**src/rtl/stack_unit.sv**
```systemverilog
module stack_unit #(
  parameter int PTR_W = 8,
  parameter int DATA_W = 8,
  parameter int ADDR_W = 16,
  parameter logic [ADDR_W-1:0] PAGE_BASE = 16'h0100
) (
  input  logic                clk,
  input  logic                rst_n,
  input  logic [2:0]          cmd_i,
  input  logic [2*DATA_W-1:0] data_i,
  input  logic [PTR_W-1:0]    x_i,
  input  logic [DATA_W-1:0]   mem_rdata,
  output logic [ADDR_W-1:0]   mem_addr,
  output logic [DATA_W-1:0]   mem_wdata,
  output logic                mem_we,
  output logic [2*DATA_W-1:0] pull_o,
  output logic                busy,
  output logic                done,
  output logic [PTR_W-1:0]    sp_o,
  output logic [PTR_W-1:0]    x_o,
  output logic                x_we,
  output logic                flag_n,
  output logic                flag_z
);
  localparam int WORD_W = 2 * DATA_W;
  localparam logic [PTR_W-1:0] PTR_RST = '1;
  localparam logic [2:0] C_PUSHB = 3'd1, C_PULLB = 3'd2, C_PUSHW = 3'd3,
                         C_PULLW = 3'd4, C_LOAD = 3'd5, C_COPY = 3'd6;

  typedef enum logic [1:0] {S_IDLE, S_ACC1, S_ACC2} st_t;

  st_t               state;
  logic [PTR_W-1:0]  sp;
  logic              is_word, is_pull;
  logic [WORD_W-1:0] hold;
  logic              last;
  logic [PTR_W-1:0]  sp_inc, sp_dec;

  assign sp_inc    = sp + 1'b1;
  assign sp_dec    = sp - 1'b1;
  assign busy      = (state != S_IDLE);
  assign last      = (state == S_ACC2) || (state == S_ACC1 && !is_word);
  assign mem_addr  = PAGE_BASE | ADDR_W'(is_pull ? sp_inc : sp);
  assign mem_we    = busy && !is_pull;
  assign mem_wdata = (state == S_ACC1 && is_word) ? hold[WORD_W-1:DATA_W]
                                                  : hold[DATA_W-1:0];
  assign sp_o      = sp;

  always_ff @(posedge clk or negedge rst_n) begin
    if (!rst_n) begin
      state   <= S_IDLE;
      sp      <= PTR_RST;
      is_word <= 1'b0;
      is_pull <= 1'b0;
      hold    <= '0;
      pull_o  <= '0;
      done    <= 1'b0;
      x_we    <= 1'b0;
      x_o     <= '0;
      flag_n  <= 1'b0;
      flag_z  <= 1'b0;
    end else begin
      done <= 1'b0;
      x_we <= 1'b0;
      if (state == S_IDLE) begin
        case (cmd_i)
          C_PUSHB, C_PULLB, C_PUSHW, C_PULLW: begin
            state   <= S_ACC1;
            is_word <= (cmd_i == C_PUSHW) || (cmd_i == C_PULLW);
            is_pull <= (cmd_i == C_PULLB) || (cmd_i == C_PULLW);
            hold    <= data_i;
          end
          C_LOAD: sp <= x_i;
          C_COPY: begin
            x_we   <= 1'b1;
            x_o    <= sp;
            flag_n <= sp[PTR_W-1];
            flag_z <= (sp == '0);
          end
          default: ;
        endcase
      end else begin
        sp <= is_pull ? sp_inc : sp_dec;
        if (is_pull) begin
          if (state == S_ACC1) pull_o <= {{DATA_W{1'b0}}, mem_rdata};
          else                 pull_o[WORD_W-1:DATA_W] <= mem_rdata;
        end
        state <= last ? S_IDLE : S_ACC2;
        done  <= last;
      end
    end
  end

  a_r1_page: assert property (@(posedge clk) disable iff (!rst_n)
    busy |-> mem_addr[ADDR_W-1:PTR_W] == PAGE_BASE[ADDR_W-1:PTR_W]);
  a_r3_push_dec: assert property (@(posedge clk) disable iff (!rst_n)
    (busy && !is_pull) |=> sp == PTR_W'($past(sp) - 1'b1));
  a_r4_pull_inc: assert property (@(posedge clk) disable iff (!rst_n)
    (busy && is_pull) |=> sp == PTR_W'($past(sp) + 1'b1));
  a_r4_no_write: assert property (@(posedge clk) disable iff (!rst_n)
    mem_we |-> busy && !is_pull);
  a_r8_done_pulse: assert property (@(posedge clk) disable iff (!rst_n)
    done |=> !done);
  a_r8_done_after: assert property (@(posedge clk) disable iff (!rst_n)
    done |-> !busy && $past(busy));
  a_r8_word_two: assert property (@(posedge clk) disable iff (!rst_n)
    (state == S_ACC1 && is_word) |=> state == S_ACC2);
  a_r9_hold_op: assert property (@(posedge clk) disable iff (!rst_n)
    (busy && !last) |=> $stable(is_pull) && $stable(is_word) && $stable(hold));
  a_r11_strobe: assert property (@(posedge clk) disable iff (!rst_n)
    x_we |=> !x_we);
endmodule

```
**config.mk**
```make
export PLATFORM = sky130hd
export DESIGN_NAME = stack_unit
export DESIGN_NICKNAME = d
export VERILOG_FILES = /design/src/rtl/stack_unit.sv
export SDC_FILE = /design/constraint.sdc
export NUM_CORES = 1
export LEC_CHECK = 0
export BUFFER_PORTS_ARGS = -buffer_cell sky130_fd_sc_hd__buf_2
export CORE_MARGIN = 1
export CORE_UTILIZATION = 53
export CTS_CLUSTER_SIZE = 25
export DETAILED_ROUTE_END_ITERATION = 7
export GPL_ROUTABILITY_DRIVEN = 0
export PLACE_DENSITY = 0.83
export SKIP_LAST_GASP = 1
export SLEW_MARGIN = 10
export SYNTH_ARGS = -nofsm -noshare
export SYNTH_HDL_FRONTEND = slang
export SYNTH_SLANG_ARGS = --single-unit
```
**constraint.sdc**
```tcl
create_clock -name clk -period 3.2 [get_ports clk]
set_clock_uncertainty 0.2 [all_clocks]
set_input_delay 0.32 -clock clk [delete_from_list [all_inputs] [get_ports clk]]
set_output_delay 0.32 -clock clk [all_outputs]
set_load 0.02 [all_outputs]
```
* Word-level counts from Yosys, hierarchy flattened *
Index checks and enable logic that the tools add are counted.

cells by class
  reductions and logical operators = 16
  bitwise operators = 1
  mux-type cells = 12
  add/subtract/negate cells = 2
  equal/unequal tests = 10

operator list
  kind                   number
  $mux W8                6
  $eq A3 B3 Y1 const B   3
  $add A8 B1 Y8 const B  1
  $logic_not A8 Y1       1
  $sub A8 B1 Y8 const B  1
  $eq A3 B2 Y1 const B   2
  $mux W2                3
  $reduce_and A2 Y1      3
  $ne A2 B1 Y1 const B   2
  $reduce_or A4 Y1       1
  $eq A3 B1 Y1 const B   1
  $logic_and A1 B1 Y1    3
  $logic_or A1 B1 Y1     3
  $mux W1                3
  $reduce_and A3 Y1      1
  $eq A2 B1 Y1 const B   1
  $eq A2 B2 Y1 const B   1
  $logic_not A1 Y1       2
  $logic_not A2 Y1       1
  $reduce_bool A2 Y1     1
  $not A1 Y1             1

word-level totals
  flip-flop bits (word level) = 56
  word-level logic and storage cells = 53
  input bits = 37

* Longest topological paths before layout *
Gate-level depths: netlist of run 1.

  depth in word-level cells = 5
  gate-level depth with buffers = 6
  gate-level depth less buffers = 6

* Least setup slack after synthesis of run 1 *
OpenSTA, ideal clock, no wires.

  path type = register to output
  start point = register sp[2] (netlist: sp_o[2])
  end point = output port mem_addr[7]
  setup slack = 1.215 ns
  arrival = 1.465 ns
  stages on the path, launching flop included = 5
  path through = dfstp_2 -> buf_6 -> nand4_1 -> nor4_4 -> xnor2_1

between the ends
  longest elaborated chain between the ends = 2

RTL lines
  item                      RTL line  source
  start: declaration        33        logic [PTR_W-1:0] sp;
  start signal: assignment  73        C_LOAD: sp <= x_i;
  start signal: assignment  83        sp <= is_pull ? sp_inc : sp_dec;
  $add A8 B1 Y8             39        assign sp_inc = sp + 1'b1;
  $mux W8                   43        assign mem_addr = PAGE_BASE | ADDR_W'(is_pull ? sp_inc : sp);
  end: declaration          13        output logic [ADDR_W-1:0] mem_addr,

No other way between the ends.

* Final worst setup path of run 1 *
  start point = register is_pull
  end point = output port mem_addr[7]

between the ends
  longest elaborated chain between the ends = 1

RTL lines
  item                      RTL line  source
  start: declaration        34        logic is_word, is_pull;
  start signal: assignment  70        is_pull <= (cmd_i == C_PULLB) || (cmd_i == C_PULLW);
  $mux W8                   43

No other way between the ends.

==> results of run 1 <==
kinds of logic (layout without fill, tap and decap cells):
logic type	after synthesis	count (layout)	share of synthesized area (%)
other	2	8	0.281
DFF	55	55	51.9
AOI/OAI and AO/OA	46	46	11.9
muxes	34	34	14.3
buffers and inverters	30	113	6.23
xor gates and xnor gates	8	8	2.62
and+or+nand+nor	52	52	10.4
adders and majority gates	5	5	2.34
worst min-delay path: stages:
cell	delay, ps
buf_2	100
inv_1	40
a221oi_1	80
cells in the mapped netlist (2+ instances only):
cell type / number / share of area [%]
dfrtp_1: 47 / 44
o21ai_0: 15 / 2.8
o31ai_1: 3 / 0.84
nand2_1: 20 / 2.8
clkbuf_1: 5 / 0.70
nor2_2: 2 / 0.47
o211ai_1: 2 / 0.56
conb_1: 2 / 0.28
or4_4: 2 / 0.84
ha_1: 5 / 2.3
buf_6: 2 / 0.84
a22o_1: 9 / 3.0
nor3_1: 2 / 0.37
mux2_2: 34 / 14
buf_4: 10 / 2.8
a21oi_1: 7 / 1.3
nand3_1: 3 / 0.56
inv_1: 11 / 1.5
nand4_1: 2 / 0.47
dfstp_2: 8 / 7.9
xnor2_1: 7 / 2.3
nor2_1: 10 / 1.4
and3_1: 2 / 0.47
power by group:
part / leakage [nW] / internal [mW] / switching, mW
logic: 0.901 / 0.697 / 1.01
registers: 0.662 / 1.04 / 0.230
clock network: 0.0558 / 0.237 / 0.219
total: 1.62 / 1.97 / 1.46
cell type report:
type                            count  area (um2)
Fill cell                         396        1540
Clock inverter                      2        38.8
Timing Repair Buffer               94         483
Sequential cell                    55        1390
Clock buffer                        6        72.6
Multi-Input combinational cell    153        1140
Tap cell                           67        83.8
Inverter                           11        41.3
registers in the layout, summed over array words and instances (netlist names):
signal,flops
done,1
flag_z,1
hold,16
is_pull,1
is_word,1
pull_o,16
sp_o,8
state,2
x_o,8
x_we,1
layer usage:
layer	GRT usage, %	share of wire [%]	routed length (um)
met1	31.6	46	2490
met2	33.0	47	2510
met3	5.39	6.0	325
met4	6.75	1.0	55
met5	0	0	0
layout by cell type (no fill, tap or decap), types with 3 or more instances in the layout:
cell / n
conb_1: 8
nand2_1: 20
clkbuf_8: 5
buf_4: 3
a22o_1: 9
buf_2: 90
nor2_1: 10
o21ai_0: 15
mux2_2: 34
nand3_1: 3
dfrtp_1: 47
a21oi_1: 7
inv_1: 11
o31ai_1: 3
ha_1: 5
xnor2_1: 7
dfstp_2: 8
timing repair:
action	CTS	global route
hold endpoints to repair	25	0
hold buffers	1	0
setup endpoints to repair	0	0
final timing paths:
check	endpoint	slack [ps]	cells after the start
hold reg to reg	x_o[1]	280	2
setup / recovery	mem_addr[7]	730	4
hold / removal	sp_o[6]	30	3
max in group asynchronous	sp_o[4]	1600	3
setup reg to reg	sp_o[4]	1010	6
min in group asynchronous	pull_o[11]	390	2
per-stage QoR:
step | util [%] | hold WS [ps]
2_1_floorplan | - | -176
3_5_place_dp | 65.3 | 203
4_1_cts | 67.8 | 28.0
6_report | 67.8 | 31.4
3_3_place_gp | 65.3 | 209
5_1_grt | 67.8 | 16.8
==> impl_metrics.json, run 1 <==
{
  "syn_avg_cell_area_um2": 11.5,
  "cts_made_buffers": 5,
  "place_ws_ps": 1050,
  "final_layout_size_suffix_gt1_share_pct": 46.4,
  "leakage_nw": 1.62,
  "antenna_found_initial": 0,
  "grt_max_degree": 32,
  "hp-start": "x_i[6]",
  "synth-seq-cells": 55,
  "yosysSeqAreaShare_pct": 51.9,
  "maxCapViolations": 0,
  "clk_pin_slew_ps": 90,
  "critPathMaxFanout": 16,
  "setup_viol": 0,
  "min_period_ps": 2470,
  "die_area_mm2": 0.00533,
  "clk_path_buf_depth": 2,
  "clock.fmax_ghz": 0.406,
  "cts_tree": "yes",
  "crit_slowest_cell": "dfrtp_1",
  "finalWirelength_um": 5380,
  "crit_buf_inv": 1,
  "power_density_mw_per_mm2": 1060,
  "worstMarginPinSlew_ps": 682,
  "syn_area_mm2": 0.00267,
  "setup_slack_ps": 734,
  "wl_per_cell_um": 13.9,
  "crit_path_start_kind": "flip-flop",
  "start_util_pct": 55.8,
  "hp-class": "in2reg",
  "post-route-cell-area_mm2": 0.00325,
  "yosysUniqueCellTypes": 45,
  "status": "complete, no violations",
  "num_antenna_cells": 0,
  "power.total_mw": 3.43,
  "crit_chain": "nand4_1 > nor4_4 > xnor2_1 > buf_2",
  "nets": 362,
  "arrival_ps": 1950,
  "critPathMaxStageDelay_ps": 600,
  "cts_htree_levels": 2,
  "critPathCaptureType": "primary output",
  "post-route-period-util_pct": 77.0,
  "synth_warnings": 0,
  "grt_setup_unrepaired": "no",
  "avgViaCountPerCell": 5.16,
  "antenna_left": 0,
  "hold_violations": 0,
  "drv_slew": 0,
  "area_growth_pct": 21.6,
  "synthCells": 232,
  "grt-ovfl-total": 0,
  "final_cells": 388,
  "cts.sinks": 55,
  "die_h_um": 73.0,
  "drt_iter0_markers": 100,
  "dpl.hpwl_um": 3990,
  "cts_setup_buffers": 0,
  "clk-insertion-delay-late_ps": 310,
  "crit_family": "simple AND/OR/NAND/NOR gates",
  "synth_edf_count": 0,
  "pin_count": 99,
  "cp.required_ps": 2680,
  "cts_resized": 0,
  "ys.flop_type": "dfrtp_1",
  "max_slew_margin_pct": 54.5,
  "port_buffers": 90,
  "synthArstFlopShare_pct": 100,
  "rows": 25,
  "r2r_start": "state[0]",
  "drc": 0,
  "dp_cells": 379,
  "place_area_mm2": 0.00312,
  "grtUsageTotal_pct": 22.0,
  "core_area_mm2": 0.00479,
  "path_class": "reg2out",
  "setup-tns-final_ps": 0,
  "crit_start": "is_pull",
  "num_vias": 2003,
  "grt_pass1_wl_um": 8880,
  "dr.pass1.iters": 4,
  "cts_root_buffer": "clkbuf_8",
  "die_w_um": 73.0,
  "grt_pass1_vias": 1896,
  "ir_worst_vdd_uv": 593
}
(Power assumes the default switching activity.)
==> run 2, diff against run 1 <==
--- a/config.mk
+++ b/config.mk
@@ -7,11 +7,11 @@
 export LEC_CHECK = 0
 export BUFFER_PORTS_ARGS = -buffer_cell sky130_fd_sc_hd__buf_2
 export CORE_MARGIN = 1
-export CORE_UTILIZATION = 53
+export CORE_UTILIZATION = 49
 export CTS_CLUSTER_SIZE = 25
 export DETAILED_ROUTE_END_ITERATION = 7
 export GPL_ROUTABILITY_DRIVEN = 0
-export PLACE_DENSITY = 0.83
+export PLACE_DENSITY = 0.77
 export SKIP_LAST_GASP = 1
 export SLEW_MARGIN = 10
 export SYNTH_ARGS = -nofsm -noshare
==> constraint.sdc (replaced) <==
create_clock -name clk -period 2.3 [get_ports clk]
set_clock_uncertainty 0.2 [all_clocks]
set_input_delay 0.23 -clock clk [delete_from_list [all_inputs] [get_ports clk]]
set_output_delay 0.23 -clock clk [all_outputs]
set_load 0.02 [all_outputs]
==> impl_metrics.json, run 2 (synthesis results as in run 1) <==
{
  "die_w_um": 75.8,
  "timing.rr.end": "sp_o[7]",
  "setup_viol": 0,
  "antenna_found_initial": 0,
  "fillers": 388,
  "rows": 26,
  "grt_max_degree": 32,
  "setup-tns-final_ps": 0,
  "critPathCaptureType": "primary output",
  "clk_pin_slew_ps": 90,
  "dp_cells": 385,
  "whs_ps": 55.4,
  "maxCapViolations": 0,
  "final_cells": 430,
  "post-route-cell-area_mm2": 0.00362,
  "grt_pass1_vias": 2051,
  "mostFrequentLayoutCell": "buf_2",
  "antenna_left": 0,
  "cts_tree": "yes",
  "port_buffers": 90,
  "grt-ovfl-total": 0,
  "drc": 0,
  "status": "complete, no violations",
  "crit_chain": "nand4_1 > nor4_4 > xnor2_1 > buf_4",
  "avgViaCountPerCell": 5.16,
  "cts_root_buffer": "clkbuf_8",
  "leakage_nw": 1.78,
  "cts.sinks": 55,
  "pin_count": 99,
  "crit_buf_inv": 1,
  "r2r_start": "sp_o[2]",
  "most-common-layout-cells": "buf_2, dfrtp_1, mux2_2",
  "clock.fmax_ghz": 0.442,
  "dpl.hpwl_um": 4210,
  "min_period_ps": 2260,
  "max_slew_margin_pct": 61.7,
  "crit_path_start_kind": "flip-flop",
  "cts_made_buffers": 5,
  "place_area_mm2": 0.00316,
  "post-route-period-util_pct": 98.5,
  "r2r_slack_ps": 260,
  "multiInputGateArea_mm2": 0.00114,
  "drv_slew": 0,
  "largestRegisters": "hold (16), pull_o (16)",
  "grt_pass1_wl_um": 9600,
  "num_vias": 2217,
  "hold_violations": 0,
  "nets": 401,
  "die_h_um": 75.8,
  "ir_worst_vdd_uv": 768,
  "hp-class": "in2reg",
  "crit_family": "simple AND/OR/NAND/NOR gates",
  "worstMarginPinSlew_ps": 575,
  "worstSetupEndpoint": "mem_addr[7]",
  "crit_start": "sp_o[2]",
  "power_density_mw_per_mm2": 1350,
  "clk_path_buf_depth": 2,
  "area_growth_pct": 35.4,
  "path_class": "reg2out",
  "crit_slowest_cell": "dfstp_2",
  "worstSetupPathDepth": 4,
  "dr.pass1.iters": 4,
  "wl_per_cell_um": 14.7,
  "critPathMaxStageDelay_ps": 590,
  "critPathMaxFanout": 5,
  "core_area_mm2": 0.00517,
  "rr_worst_depth": 5,
  "cp.required_ps": 1870,
  "grtUsageTotal_pct": 22.6,
  "drt_iter0_markers": 99,
  "finalWirelength_um": 6300,
  "start_util_pct": 51.6,
  "num_antenna_cells": 0,
  "grt_setup_unrepaired": "yes",
  "cts_htree_levels": 2,
  "arrival_ps": 1830,
  "seq_area_mm2": 0.00139,
  "clk-insertion-delay-late_ps": 300,
  "final_layout_size_suffix_gt1_share_pct": 43.9,
  "die_area_mm2": 0.00575
}
==> run 2: power by group <==
part	total [mW]	leakage [nW]	internal (mW)	switching, mW
clock network	0.544	0.0484	0.247	0.297
logic	2.59	1.07	1.09	1.51
registers	1.74	0.662	1.44	0.294
total	4.88	1.78	2.78	2.10
==> run 2: cell type report <==
| type | count | share of cell area [%] |
|---|---|---|
| clock inverters | 1 | 0.242 |
| flip-flops and latches | 55 | 38.3 |
| inverters | 11 | 1.14 |
| well taps | 70 | 2.42 |
| repair buffers | 133 | 23.9 |
| clock buffers | 7 | 2.39 |
| multi-input cells | 153 | 31.5 |
==> run 2: metrics by stage <==
stage | setup slack, ps | power, mW | util [%]
global route | -71.6 | 5.22 | 69.9
detailed placement | 376 | 4.23 | 61.2
global placement | 397 | 4.15 | 61.2
finish | 35.6 | 4.88 | 69.9
floorplan | 405 | 3.48 | -
CTS | 21.6 | 4.82 | 69.0
==> run 2: how the worst min path moves through the flow <==
stage / slack, ps / to / from / cells past startpoint
after global placement: 50 / hold[5] / rst_n / 1
after global routing: 60 / sp_o[4] / x_i[4] / 3
after floorplan: -270 / done / rst_n / 0
final: 60 / sp_o[1] / x_i[1] / 3
after CTS: 30 / sp_o[1] / x_i[1] / 3
after detailed placement: 50 / hold[1] / rst_n / 1
==> run 2: layer usage <==
metal,GRT usage [%],part of all wire [%]
met3,5.56,7.0
met5,0,0
met4,7.61,1.3
met1,30.2,44
met2,36.1,48
==> run 2: worst min-delay path, stage by stage <==
cell and delay [ps]:
buf_2 100, o21ai_0 150, a21oi_1 70
==> run 2: what timing repair did <==
| action | CTS | global route |
|---|---|---|
| hold buffers | 31 | 0 |
| resized for setup | 0 | 1 |
| hold endpoints to repair | 62 | 0 |
| setup endpoints to repair | 0 | 3 |
| buffers inserted | 0 | 6 |
